--- config.mk ---
export PLATFORM = sky130hd
export DESIGN_NAME = frame_align_replacer
export DESIGN_NICKNAME = d
export VERILOG_FILES = /design/src/rtl/fa_pkg.sv /design/src/rtl/fa_mf_counter.sv /design/src/rtl/fa_prev_tracker.sv /design/src/rtl/fa_replace_rule.sv /design/src/rtl/frame_align_replacer.sv
export SDC_FILE = /design/constraint.sdc
export NUM_CORES = 1
export LEC_CHECK = 0
export BUFFER_PORTS_ARGS = -buffer_cell sky130_fd_sc_hd__buf_2
export CAP_MARGIN = 40
export CORE_MARGIN = 2
export CORE_UTILIZATION = 53
export CTS_BUF_LIST = sky130_fd_sc_hd__clkbuf_8
export DETAILED_ROUTE_END_ITERATION = 8
export GPL_TIMING_DRIVEN = 1
export PLACE_DENSITY = 0.86
export SLEW_MARGIN = 20
export SYNTH_ARGS = -nofsm -noshare
export SYNTH_HDL_FRONTEND = slang
export SYNTH_SLANG_ARGS = --single-unit
export TNS_END_PERCENT = 30
--- constraint.sdc ---
create_clock -name clk -period 1.8 [get_ports clk]
set_input_delay 0.27 -clock clk [delete_from_list [all_inputs] [get_ports clk]]
set_output_delay 0.27 -clock clk [all_outputs]
set_load 0.05 [all_outputs]
--- src/rtl/fa_pkg.sv ---
`timescale 1ns/1ps
package fa_pkg;
    localparam int OCTET_W = 8;
    localparam logic [OCTET_W-1:0] K28_7 = 8'hFC;  // also the value of data D28.7
    localparam logic [OCTET_W-1:0] K28_3 = 8'h7C;  // also the value of data D28.3

    typedef struct packed {
        logic               vld;
        logic               is_k;
        logic [OCTET_W-1:0] oct;
    } fa_out_t;
endpackage

--- src/rtl/fa_mf_counter.sv ---
`timescale 1ns/1ps
// Frame position inside the multiframe.
module fa_mf_counter #(
    parameter int FRAMES_PER_MF = 4
) (
    input  logic clk,
    input  logic rst_n,
    input  logic clr,
    input  logic frame_done,
    output logic last_frame
);
    localparam int CNT_W = (FRAMES_PER_MF > 1) ? $clog2(FRAMES_PER_MF) : 1;
    localparam logic [CNT_W-1:0] LAST_IDX = CNT_W'(FRAMES_PER_MF - 1);

    typedef struct packed {
        logic [CNT_W-1:0] cnt;
    } mf_state_t;

    mf_state_t st_d, st_q;

    generate
        if (FRAMES_PER_MF > 1) begin : g_count
            assign last_frame = (st_q.cnt == LAST_IDX);
        end else begin : g_single
            assign last_frame = 1'b1;
        end
    endgenerate

    always_comb begin
        st_d = st_q;
        if (clr) begin
            st_d.cnt = '0;
        end else if (frame_done) begin
            if (st_q.cnt == LAST_IDX) st_d.cnt = '0;
            else                      st_d.cnt = st_q.cnt + 1'b1;
        end
    end

    always_ff @(posedge clk) begin
        if (!rst_n) st_q <= '0;
        else        st_q <= st_d;
    end
endmodule

--- src/rtl/fa_prev_tracker.sv ---
`timescale 1ns/1ps
// Holds the original last octet of the previous frame.
module fa_prev_tracker
    import fa_pkg::*;
(
    input  logic               clk,
    input  logic               rst_n,
    input  logic               clr,
    input  logic               capture,
    input  logic [OCTET_W-1:0] octet_in,
    output logic [OCTET_W-1:0] prev_octet,
    output logic               prev_valid
);
    typedef struct packed {
        logic               vld;
        logic [OCTET_W-1:0] oct;
    } prev_state_t;

    prev_state_t st_d, st_q;

    always_comb begin
        st_d = st_q;
        if (clr) begin
            st_d = '0;
        end else if (capture) begin
            st_d.vld = 1'b1;
            st_d.oct = octet_in;   // the unreplaced value
        end
    end

    always_ff @(posedge clk) begin
        if (!rst_n) st_q <= '0;
        else        st_q <= st_d;
    end

    assign prev_octet = st_q.oct;
    assign prev_valid = st_q.vld;
endmodule

--- src/rtl/fa_replace_rule.sv ---
`timescale 1ns/1ps
// Mode-dependent replacement decision.
module fa_replace_rule
    import fa_pkg::*;
(
    input  logic               active,
    input  logic               eof,
    input  logic               mf_last,
    input  logic               scr_en,
    input  logic               ls_en,
    input  logic [OCTET_W-1:0] octet,
    input  logic [OCTET_W-1:0] prev_octet,
    input  logic               prev_valid,
    output logic               replace,
    output logic [OCTET_W-1:0] k_code
);
    logic hit;

    always_comb begin
        hit    = 1'b0;
        k_code = K28_7;
        if (!scr_en) begin
            hit    = prev_valid && (octet == prev_octet);
            k_code = (ls_en && mf_last) ? K28_3 : K28_7;
        end else if (ls_en && mf_last) begin
            hit    = (octet == K28_3);
            k_code = K28_3;
        end else begin
            hit    = (octet == K28_7);
            k_code = K28_7;
        end
        replace = active && eof && hit;
    end
endmodule

--- src/rtl/frame_align_replacer.sv ---
`timescale 1ns/1ps
module frame_align_replacer
    import fa_pkg::*;
#(
    parameter int FRAMES_PER_MF = 4
) (
    input  logic               clk,
    input  logic               rst_n,
    input  logic               data_phase,
    input  logic               scramble_en,
    input  logic               lanesync_en,
    input  logic               in_valid,
    input  logic               in_eof,
    input  logic [OCTET_W-1:0] in_octet,
    output logic               out_valid,
    output logic               out_is_k,
    output logic [OCTET_W-1:0] out_octet
);
    logic               active;
    logic               frame_done;
    logic               mf_last;
    logic [OCTET_W-1:0] prev_octet;
    logic               prev_valid;
    logic               replace;
    logic [OCTET_W-1:0] k_code;

    fa_out_t out_d, out_q;

    assign active     = in_valid && data_phase;
    assign frame_done = active && in_eof;

    fa_mf_counter #(.FRAMES_PER_MF(FRAMES_PER_MF)) i_mf_counter (
        .clk        (clk),
        .rst_n      (rst_n),
        .clr        (!data_phase),
        .frame_done (frame_done),
        .last_frame (mf_last)
    );

    fa_prev_tracker i_prev_tracker (
        .clk        (clk),
        .rst_n      (rst_n),
        .clr        (!data_phase),
        .capture    (frame_done),
        .octet_in   (in_octet),
        .prev_octet (prev_octet),
        .prev_valid (prev_valid)
    );

    fa_replace_rule i_replace_rule (
        .active     (active),
        .eof        (in_eof),
        .mf_last    (mf_last),
        .scr_en     (scramble_en),
        .ls_en      (lanesync_en),
        .octet      (in_octet),
        .prev_octet (prev_octet),
        .prev_valid (prev_valid),
        .replace    (replace),
        .k_code     (k_code)
    );

    // One register stage on the output.
    always_comb begin
        out_d      = out_q;
        out_d.vld  = in_valid;
        out_d.is_k = 1'b0;
        if (in_valid) begin
            out_d.oct = replace ? k_code : in_octet;
            out_d.is_k = replace;
        end
    end

    always_ff @(posedge clk) begin
        if (!rst_n) out_q <= '0;
        else        out_q <= out_d;
    end

    assign out_valid = out_q.vld;
    assign out_is_k  = out_q.is_k;
    assign out_octet = out_q.oct;
endmodule

# == Word-level counts from Yosys, hierarchy flattened ==
# Index checks and enable logic that the tools add are counted.
# word_totals
out_inout_bits,10
in_bits,15
regBits,21
word_cells,23
# classes
reduce_logical,7
muxes,5
addsub,1
eq_ne,4
# op_table
operator,count
$mux 8,2
$eq 8x7->1 const B,1
$eq 8x8->1,1
$eq 8x8->1 const B,1
$logic_and 1x1->1,5
$reduce_and 2->1,2
$add 2x1->2 const B,1
$eq 2x2->1 const B,1
$mux 1,2
$mux 2,1

# == Logic depth before layout (Yosys ltp) ==
# Gate-level depths: netlist of run 1.
# depth
ltp_word,6
mapped_depth,5
ltp_nobuf,5

# == Hierarchy ==
# Synthesis of run 1 repeated with hierarchy kept, for this count alone.
# unflattened
hier_cells,109
hier_area_um2,1044.8
# by_module_without_submodules
module,seq_area_each_um2,n_inst,cells_each,area_each_um2
frame_align_replacer,200.2,1,42,411.6
fa_prev_tracker,180.2,1,30,320.3
fa_replace_rule,0.0,1,28,216.5
fa_mf_counter,40.0,1,9,96.3

# == Worst setup path after synthesis of run 1 ==
# Ideal clock, no wire load.
# synth_timing
path_type,register to register
start,reg i_prev_tracker.st_q (netlist bit i_prev_tracker.prev_octet[3])
end,reg out_q (netlist bit out_octet[0])
arrival_time_ns,1.325
path_slack_ns,0.349
required_time_ns,1.674
setup_ns,0.126
path_buffers,0
period_less_slack_ns,1.451
path_stages_with_launch,5
path_cell_list,dfxtp_1 > xor2_1 > or4_4 > o311ai_2 > a21oi_1
# synth_via
elab_chain_cells,5
# synth_lines
element,line,rtl
"start, declared",fa_prev_tracker.sv:19,"prev_state_t st_d, st_q;"
"start signal, assigned",fa_prev_tracker.sv:33,else st_q <= st_d;
$eq 8x8->1,fa_replace_rule.sv:23,hit = prev_valid && (octet == prev_octet);
$logic_and 1x1->1,fa_replace_rule.sv:23,
$mux 1,fa_replace_rule.sv:22,if (!scr_en) begin
$logic_and 1x1->1,fa_replace_rule.sv:32,replace = active && eof && hit;
$mux 8,frame_align_replacer.sv:69,out_d.oct = replace ? k_code : in_octet;
"end signal, assigned",frame_align_replacer.sv:76,else out_q <= out_d;
"end, declared",frame_align_replacer.sv:27,"fa_out_t out_d, out_q;"
# No other way between the ends.
# A chain may end at the register's enable or synchronous reset.

# == Worst setup path after layout of run 1 ==
# layout_timing
start,reg i_mf_counter.st_q[0] (netlist name)
end,reg out_q (netlist bit out_octet[5])
# layout_via
elab_chain_cells,6
# layout_lines
element,line,rtl
"start, declared",fa_mf_counter.sv:19,"mf_state_t st_d, st_q;"
"start signal, assigned",fa_mf_counter.sv:41,else st_q <= st_d;
$eq 2x2->1,fa_mf_counter.sv:23,assign last_frame = (st_q.cnt == LAST_IDX);
$logic_and 1x1->1,fa_replace_rule.sv:25,end else if (ls_en && mf_last) begin
$mux 1,fa_replace_rule.sv:25,
$mux 1,fa_replace_rule.sv:22,
$logic_and 1x1->1,fa_replace_rule.sv:32,
$mux 8,frame_align_replacer.sv:69,
# No other way between the ends.

==> results.md, run 1 <==
- Most frequent CP cell: a31oi_1
- Compound-Gate Fraction of Synth Area: 20.3%
- Hold path depth: 3
- Layout Utilization: 67.8%
- Die area: 2190 um2
- Most used DFF post-synth: dfxtp_1
- Syn Area/Cell: 8.43 um2
- Share of layout cells above drive strength 1: 24.8%
- Row count: 15
- Starting Density: 56.2%
- Switching Power: 267 uW
- Syn nets: 131
- Asr flop ratio synth: 0%
- Post-Syn Instances: 115
- Via density: 5.52
- Fill cells: 161
- Die span in x: 46.8 um
- TritonCTS clock tree: built
- Finished Layout Cells: 166
- CP required: 1.99 ns
- CTS resizes: 0
- Total power: 953 uW
- Crit-path slowest cell: a2111oi_0
- RSZ-0062 raised after global routing: no
- Post-synthesis xor/xnor area fraction: 7.23%
- Final ANT Viol Nets: 0
- Register-to-Register Path Depth: 5
- Grt met1 use: 25.8%
- Leakage: 0.000505 uW
- Initial antenna violation count: 0
- Met2 usage: 37.3%
- Clock transition at path regs: 0.07 ns
- # clock sinks: 21
- Max Clk Rate: 627 MHz
- Area of the core: 1730 um2
- Synthesis Warnings: 0
- Post-CTS Setup Repair Bufs: 0
- Flop pwr share: 51.5%
- Maximum clock path buffer count: 2
- Share of the synthesized area in the top cell type: 43.4%
- Worst-path cell chain: ha_1 > a21bo_2 > a2111oi_0 > a31oi_1 > a31oi_1
- Count leader, synth: nand2_1
- Layout Nets: 158
- Largest family of logic cells by synthesized area: simple AND/OR/NAND/NOR gates
- CP Class: flip-flop to flip-flop
- R2R Setup Slk: 0.21 ns
- CTS Hold Bufs: 0
- Detailed Route Iter0 Violations: 25
- Synth area leaders: dfxtp_1 (43%), nand2_1 (8.5%), xor2_1 (7.2%), a21oi_1 (6.2%), a31oi_1 (4.5%)
- TritonCTS buffer count: 3
- Antenna Cells: 0
- Gate power share: 17.1%
- Pwr/cell area: 815 nW/um2
- DR WL/cell: 12.8 um
- Area Overhead vs Synth: 20.6%
- Critical Path Max Stage Delay: 0.39 ns
- Worst-margin pin slew: 0.397 ns
- Vias in the first global route: 764
- Synth area leader: dfxtp_1
- Count of final max-slew check failures: 0
- GRT Util Overall: 21.2%
- First-pass GRT wire length: 3.30 mm
- GRT overflow: 0
- Worst Skew: 0.00228 ns
- Final HPWL DP: 1.61 mm
- Netlist cell types: 29
- CP arrival: 1.78 ns
- VDD IR max: 0.000591 V
- IO buf count: 24
- Synth Area in Adders: 1.29%
- Drt pass-1 iters: 4
- Clock Latency Late Sink: 0.26 ns
- Min Tclk post-route: 1.59 ns
- Internal power: 687 uW
- Post-synthesis cell area: 970 um2
- Final hold viol count: 0
- Met3 usage: 3.46%
- Sw Share: 28.0%
- Crit path capture type: flip-flop
- Final setup viols: 0
- Routed vias: 917
- Final WL: 2.12 mm
- Clock network fraction of design power: 31.4%
- Setup TNS: 0 ns
- Status: complete, no violations
- Top Ports: 25
- Max cap viols: 0
- GPL Wtd Cong: 0.820
- DP Cell Count: 162
- Post-synthesis register bit count: 21
- Gr busiest metal: met2
- Total DRC errors in the routed layout: 0
- Simple-gate area share of the yosys netlist: 23.6%
- Fraction of synthesized area in multiplexers: 0%
- Worst Path Max Fanout: 4
- Hold Crit Class: input port to flip-flop
- Critical path startpoint category: flip-flop
- Post-synth top cells: nand2_1 (22), dfxtp_1 (21), a21oi_1 (12)
- Register area share after synthesis: 43.4%
- Htree depth: 1
- Largest net degree at the start of global routing: 17
- Die H: 46.8 um
- Final worst-path cycle share: 88.6%
- Worst relative slew slack: 72.8%
- Post-synth EDFFs: 0
- CTS root buffer: clkbuf_8
[cell families after synthesis]
logic type / after synthesis
AOI/OAI and AO/OA: 30
xor gates and xnor gates: 8
adders and majority gates: 1
buffers and inverters: 11
DFF: 21
and+or+nand+nor: 44
[metrics by stage]
| stage | hold WS, ns | worst slack (ns) | area [um2] |
|---|---|---|---|
| 3_5_place_dp | 0.461 | 0.173 | 1120 |
| 3_3_place_gp | 0.446 | 0.241 | 1120 |
| 6_report | 0.287 | 0.205 | 1170 |
| 5_1_grt | 0.295 | 0.0521 | 1170 |
| 2_1_floorplan | 0.398 | 0.349 | 970 |
| 4_1_cts | 0.288 | 0.202 | 1170 |
[worst paths after layout]
path | startpoint | to
worst max register to register | i_mf_counter.st_q[0] | out_octet[5]
worst max-delay path | i_mf_counter.st_q[0] | out_octet[5]
worst min register to register | i_mf_counter.st_q[1] | i_mf_counter.st_q[1]
worst min-delay path | in_octet[7] | i_prev_tracker.prev_octet[7]
[metal layers]
metal,part of all wire (%),up-vias
met5,0,-
met4,1.6,0
met3,5.3,5
met2,51,31
met1,42,429
li1,-,452
[worst max-delay path, delay by kind of cell (launching register included)]
family | cells | cell delay, ns
AOI/OAI and AO/OA | 4 | 0.94
DFF | 1 | 0.33
adders and majority gates | 1 | 0.25
[power by group through the flow]
stage          Sequential (uW)  Combinational [uW]  Clock (uW)
3_5_place_dp               502                 161           0
4_1_cts                    491                 162         300
2_1_floorplan              545                62.4           0
3_3_place_gp               501                 158           0
5_1_grt                    493                 178         329
6_report                   491                 163         299
[cell usage in the layout (no fill, tap or decap)]
cell type | Yosys | final
a21boi_0 | 1 | 1
xor2_1 | 8 | 8
nand4bb_1 | 1 | 1
a21bo_2 | 1 | 1
a21oi_1 | 12 | 12
nand2b_1 | 2 | 2
a2111oi_0 | 1 | 1
or3_1 | 1 | 1
dfxtp_1 | 21 | 21
o31a_1 | 1 | 1
clkbuf_8 | 0 | 3
nand3b_1 | 1 | 1
nor2b_1 | 2 | 2
nor2_1 | 3 | 3
nand2_1 | 22 | 22
nor4_2 | 1 | 1
or4_4 | 1 | 1
nand4_1 | 1 | 1
or4_1 | 1 | 1
nor3_1 | 2 | 2
o21ai_0 | 5 | 5
nand3_1 | 2 | 2
and2_1 | 2 | 2
a31oi_1 | 7 | 7
buf_4 | 0 | 3
inv_1 | 6 | 7
ha_1 | 1 | 1
and4_1 | 1 | 1
o311ai_2 | 2 | 2
nor4_1 | 1 | 1
buf_2 | 0 | 24
[registers in the layout (all words and copies together) (netlist names)]
name	cells
i_prev_tracker.prev_octet	8
out_octet	8
i_mf_counter.st_q	2
i_prev_tracker.prev_valid	1
out_is_k	1
out_valid	1
[area by class of cell]
| class | instances | area (um2) | area share, % |
|---|---|---|---|
| multi-input cells | 83 | 508 | 43.4 |
| well taps | 25 | 31.3 | 2.67 |
| inverters | 6 | 22.5 | 1.93 |
| flip-flops and latches | 21 | 420 | 35.9 |
| repair buffers | 27 | 143 | 12.2 |
| clock buffers | 3 | 41.3 | 3.53 |
| clock inverters | 1 | 3.75 | 0.321 |
Note: power is estimated with default switching activity, not from simulation.
==> run 2, diff against run 1 <==
Settings changed: ABC_AREA set to 1, CORE_UTILIZATION 53 to 54, HOLD_SLACK_MARGIN set to 0.1.
==> run 2 against run 1 <==
Compared with the run above: worst hold slack better by 0.030 ns; cell count is 22% higher; worst setup slack better by 0.16 ns; total power is 0.80% higher; die area is 7.1% higher; non-clock buffer count is 2 lower; register-to-register slack better by 0.16 ns; sequential power hardly changed; cell area is 7.2% higher; area after synthesis is 9.8% higher; highest routed layer unchanged.
==> results.md, run 2 <==
- Total power: 961 uW
- Leakage: 0.000596 uW
- Post-synth EDFFs: 0
- Total DRC errors in the routed layout: 0
- Final HPWL DP: 1.80 mm
- Post-synthesis cell area: 1060 um2
- Synth area leaders: dfxtp_1 (39%), nand2_1 (12%), a21oi_1 (7.1%), o21ai_0 (7.1%), inv_1 (6.3%)
- DR WL/cell: 11.7 um
- VDD IR max: 0.000441 V
- Final hold viol count: 0
- Antenna Cells: 0
- Final ANT Viol Nets: 0
- Crit. Startpoint: i_mf_counter.st_q[0]
- Synthesis Warnings: 0
- Worst relative slew slack: 81.7%
- Count of final max-slew check failures: 0
- RSZ-0062 raised after global routing: no
- GRT overflow: 0
- Post-Syn Instances: 148
- Pwr/cell area: 767 nW/um2
- Max cap viols: 0
- Share of layout cells above drive strength 1: 24.0%
- Hold worst-path end: out_octet[4]
- Routed vias: 1093
- Synth area leader: dfxtp_1
- CP Class: flip-flop to flip-flop
- Area Overhead vs Synth: 17.7%
- Htree depth: 1
- First-pass GRT wire length: 4.32 mm
- Register area share after synthesis: 39.5%
- CP arrival: 1.63 ns
- Worst Skew: 0.00225 ns
- Setup TNS: 0 ns
- Share of the synthesized area in the top cell type: 39.5%
- Final worst-path cycle share: 79.7%
- Die H: 48.4 um
- Clock Latency Late Sink: 0.25 ns
- IO buf count: 24
- Clock transition at path regs: 0.07 ns
- CP required: 1.99 ns
- Crit path capture type: flip-flop
- Largest net degree at the start of global routing: 20
- Hold path depth: 3
- Drt pass-1 iters: 4
- GRT Util Overall: 22.6%
- TritonCTS buffer count: 3
- GPL Wtd Cong: 0.943
- TritonCTS clock tree: built
- Starting Density: 56.0%
- Die area: 2340 um2
- Die span in x: 48.4 um
- Top Ports: 25
- Syn Area/Cell: 7.19 um2
- Hold Path Origin: rst_n
- Critical path startpoint category: flip-flop
- Asr flop ratio synth: 0%
- CTS resizes: 0
- Most frequent cells in the layout: nand2_1 (34), buf_2 (24), dfxtp_1 (21)
- Min Tclk post-route: 1.43 ns
- Register-to-Register Path Depth: 11
- Layout Nets: 192
- Detailed Route Iter0 Violations: 18
- Via density: 5.41
- Final setup viols: 0
- Reg-to-reg critical path startpoint: i_mf_counter.st_q[0]
- Post-CTS Setup Repair Bufs: 0
- Post-synthesis register bit count: 21
- Post-synth top cells: nand2_1 (34), dfxtp_1 (21), inv_1 (18)
- Initial antenna violation count: 0
- Maximum clock path buffer count: 2
- Hold Crit Class: input port to flip-flop
- Area of the core: 1900 um2
- Count leader, synth: nand2_1
- Row count: 16
- # clock sinks: 21
- Worst-margin pin slew: 0.272 ns
- CTS root buffer: clkbuf_8
- R2R Setup Slk: 0.37 ns
- Worst Path Max Fanout: 8
- Reg2Reg Capture Point: out_octet[7]
- Netlist cell types: 26
- Most used DFF post-synth: dfxtp_1
- Vias in the first global route: 1015
- Max Clk Rate: 697 MHz
- Final WL: 2.36 mm
- Commonest non-fill, non-tap cell in the layout: nand2_1
- Syn nets: 164
- Status: complete, no violations
- CTS Hold Bufs: 0
[run 2: changes by cell type after synthesis, sizes merged, moves of 3 or more]
cell    change
inv        +16
nand3       +7
nor3        +3
xor2        -8
nand2      +15
o21ai      +10
nor2        +4
a21oi       +5
clkbuf      -4
[run 2: logic make-up after synthesis]
logic type | share of synthesized area, %
adder cells (fa/ha/maj) | 1.17
buffers and inverters | 9.75
flip-flops | 39.5
AO/OA/AOI/OAI | 20.9
AND/OR/NAND/NOR | 28.7
[run 2: final cells by class]
class / count / area, um2
multi-input combinational: 102 / 541
clock inverter: 1 / 3.75
sequential: 21 / 420
inverter: 23 / 86.3
timing repair buffer: 25 / 128
fill: 175 / 648
tap: 27 / 33.8
clock buffer: 3 / 41.3
[run 2: worst max-delay path by stage]
stage	endpoint	slack [ns]	cells past startpoint
global route	out_octet[7]	0.20	11
floorplan	out_octet[7]	0.49	11
CTS	out_octet[7]	0.36	11
global placement	out_octet[7]	0.45	11
detailed placement	out_octet[7]	0.38	11
finish	out_octet[7]	0.37	11
[run 2: power breakdown]
group          internal, uW  switching (uW)
Combinational          49.8             127
Clock                   152             143
Sequential              482            7.63
[run 2: critical path: stages, from the launching register on]
cell,delay (ns)
dfxtp_1,0.36
ha_1,0.17
nand2_1,0.07
clkinv_1,0.06
nand2_1,0.05
nand2_1,0.08
nand3_2,0.08
a21oi_4,0.17
nand2_4,0.10
nand2_2,0.07
nand3_2,0.06
a21oi_2,0.11
[run 2: metal layers]
layer	vias to the layer above	share of wire, %	track usage (%)
li1	547	-	-
met1	497	42	29.4
met2	47	49	40.3
met3	2	8.0	2.16
met4	0	0.59	5.71
met5	-	0	0
[run 2: metrics by stage]
step	instance area, um2	utilization (%)	cells	hold slack [ns]	setup WS (ns)
after global placement	1210	63.6	198	0.450	0.447
after detailed placement	1210	63.6	198	0.452	0.377
after CTS	1250	65.9	202	0.323	0.359
after floorplan	1060	-	148	0.386	0.490
final	1250	65.9	202	0.318	0.365
after global routing	1250	65.9	202	0.349	0.196
==> run 3, diff against run 2 <==
Clock period 1.8 ns to 1.4 ns, I/O delays scaled along.
==> run 3 against run 2 <==
Compared with the run above: sequential share of layout area fell by 1.0 points; die area is the same; total power up 30%; count of clock-buffer cells in the layout unchanged; global-route usage grew 0.72 points; combinational power up 33%; wire length grew 10%; register-to-register slack got worse by 0.35 ns; clock skew barely moved; critical path depth is the same; first-iteration DRC count rose by 130%; clock power grew 30%.
==> results.md, run 3 (same netlist as run 2, synthesis figures left out) <==
- Sw Share: 29.2%
- Gate power share: 18.7%
- Min Tclk post-route: 1.38 ns
- GRT overflow: 0
- Clock transition at path regs: 0.07 ns
- TritonCTS buffer count: 3
- Switching Power: 365 uW
- Drt pass-1 iters: 4
- Clock network fraction of design power: 30.7%
- Final ANT Viol Nets: 0
- Total DRC errors in the routed layout: 0
- Die area: 2340 um2
- Starting Density: 56.0%
- Most frequent CP cell: nand2_2
- Antenna Cells: 0
- DR WL/cell: 12.8 um
- Top Ports: 25
- RSZ-0062 raised after global routing: yes
- VDD IR max: 0.000719 V
- Final HPWL DP: 1.88 mm
- Area Overhead vs Synth: 22.2%
- Die H: 48.4 um
- Share of layout cells above drive strength 1: 29.4%
- Via density: 5.44
- Total power: 1250 uW
- CP arrival: 1.58 ns
- # clock sinks: 21
- Row count: 16
- Routed vias: 1109
- Final hold viol count: 0
- DP Cell Count: 198
- Htree depth: 1
- Worst Path Max Fanout: 8
- Area of the core: 1900 um2
- Clock Latency Late Sink: 0.26 ns
- Detailed Route Iter0 Violations: 41
- Final worst-path cycle share: 98.8%
- Most frequent cells in the layout: nand2_1 (31), buf_2 (24), inv_1 (19), dfxtp_1 (19)
- Largest net degree at the start of global routing: 20
- GRT Util Overall: 23.3%
- Final WL: 2.60 mm
- Worst relative slew slack: 84.1%
- CP required: 1.60 ns
- Flop pwr share: 50.6%
- Initial antenna violation count: 0
- Fill cells: 176
- Crit path capture type: flip-flop
- Pwr/cell area: 959 nW/um2
- Critical Path Max Stage Delay: 0.35 ns
- R2R Setup Slk: 0.02 ns
- Leakage: 0.000622 uW
- CTS root buffer: clkbuf_8
- Layout Nets: 194
- Crit-path slowest cell: dfxtp_2
- Count of final max-slew check failures: 0
- Finished Layout Cells: 204
- Hold Crit Class: input port to flip-flop
- Maximum clock path buffer count: 2
- Die span in x: 48.4 um
- CTS Hold Bufs: 0
- IO buf count: 24
- Max cap viols: 0
- Max Clk Rate: 723 MHz
- Commonest non-fill, non-tap cell in the layout: nand2_1
- CP Class: flip-flop to flip-flop
- First-pass GRT wire length: 4.20 mm
- Worst-path cell chain: ha_4 > nand2_4 > inv_2 > nand2_2 > nand2_2 > nand3_2 > a21oi_4 > nand2_4 > nand2_2 > nand3_2 > a21oi_2
- Status: complete, no violations
- Worst-margin pin slew: 0.236 ns
- Final setup viols: 0
- Vias in the first global route: 982
- Critical path startpoint category: flip-flop
- Worst Skew: 0.00266 ns
- TritonCTS clock tree: built
- GPL Wtd Cong: 0.922
- Internal power: 883 uW
[run 3: area by class of cell]
| cell class | instances | area [um2] | area share [%] |
|---|---|---|---|
| clock buffers | 3 | 41.3 | 3.17 |
| multi-input cells | 102 | 571 | 43.8 |
| repair buffers | 27 | 143 | 11.0 |
| well taps | 27 | 33.8 | 2.60 |
| inverters | 23 | 86.3 | 6.63 |
| clock inverters | 1 | 3.75 | 0.288 |
| flip-flops and latches | 21 | 423 | 32.5 |
[run 3: power groups by stage]
| stage | sequential, uW | clock (uW) | combinational, uW |
|---|---|---|---|
| after floorplan | 701 | 0 | 92.0 |
| after global placement | 643 | 0 | 218 |
| after detailed placement | 644 | 0 | 224 |
| after CTS | 631 | 391 | 227 |
| after global routing | 634 | 417 | 253 |
| final | 631 | 383 | 234 |
[run 3: layer usage]
metal	up-vias	routed length (um)	global-route usage, %
met5	-	0	0
met4	0	142	16.7
met3	15	174	3.40
met2	53	1210	40.0
met1	489	1080	26.5
li1	552	-	-
[run 3: path summary, 6_finish.rpt]
kind,from,to,cells past startpoint
worst max-delay path,i_mf_counter.st_q[1],out_octet[7],11
worst min-delay path,rst_n,out_octet[4],3
worst max register to register,i_mf_counter.st_q[1],out_octet[7],11
worst min register to register,out_octet[1],out_octet[1],2
[run 3: worst max-delay path: cells and delay by family (launching register included)]
kind	cells	cell delay, ns
buf+inv	1	0.05
simple gates	7	0.49
fa+ha+maj	1	0.15
compound gates	2	0.28
flops	1	0.35
[run 3: metrics by stage]
step	instance area (um2)	utilization [%]	TNS (ns)	setup WS, ns	hold slack, ns
finish	1300	68.4	0	0.0168	0.252
global route	1300	68.4	-0.0721	-0.0721	0.268
CTS	1280	67.2	-0.00423	-0.00423	0.247
detailed placement	1210	63.6	-0.0547	-0.0456	0.459
global placement	1210	63.6	0	0.0457	0.449
floorplan	1060	-	0	0.0898	0.326
[run 3: what timing repair did]
| item | 4_1_cts | 5_1_grt |
|---|---|---|
| setup buffers | 1 | 1 |
| setup endpoints to repair | 3 | 8 |
| gates resized for setup | 5 | 5 |
| pin swaps | 3 | 4 |
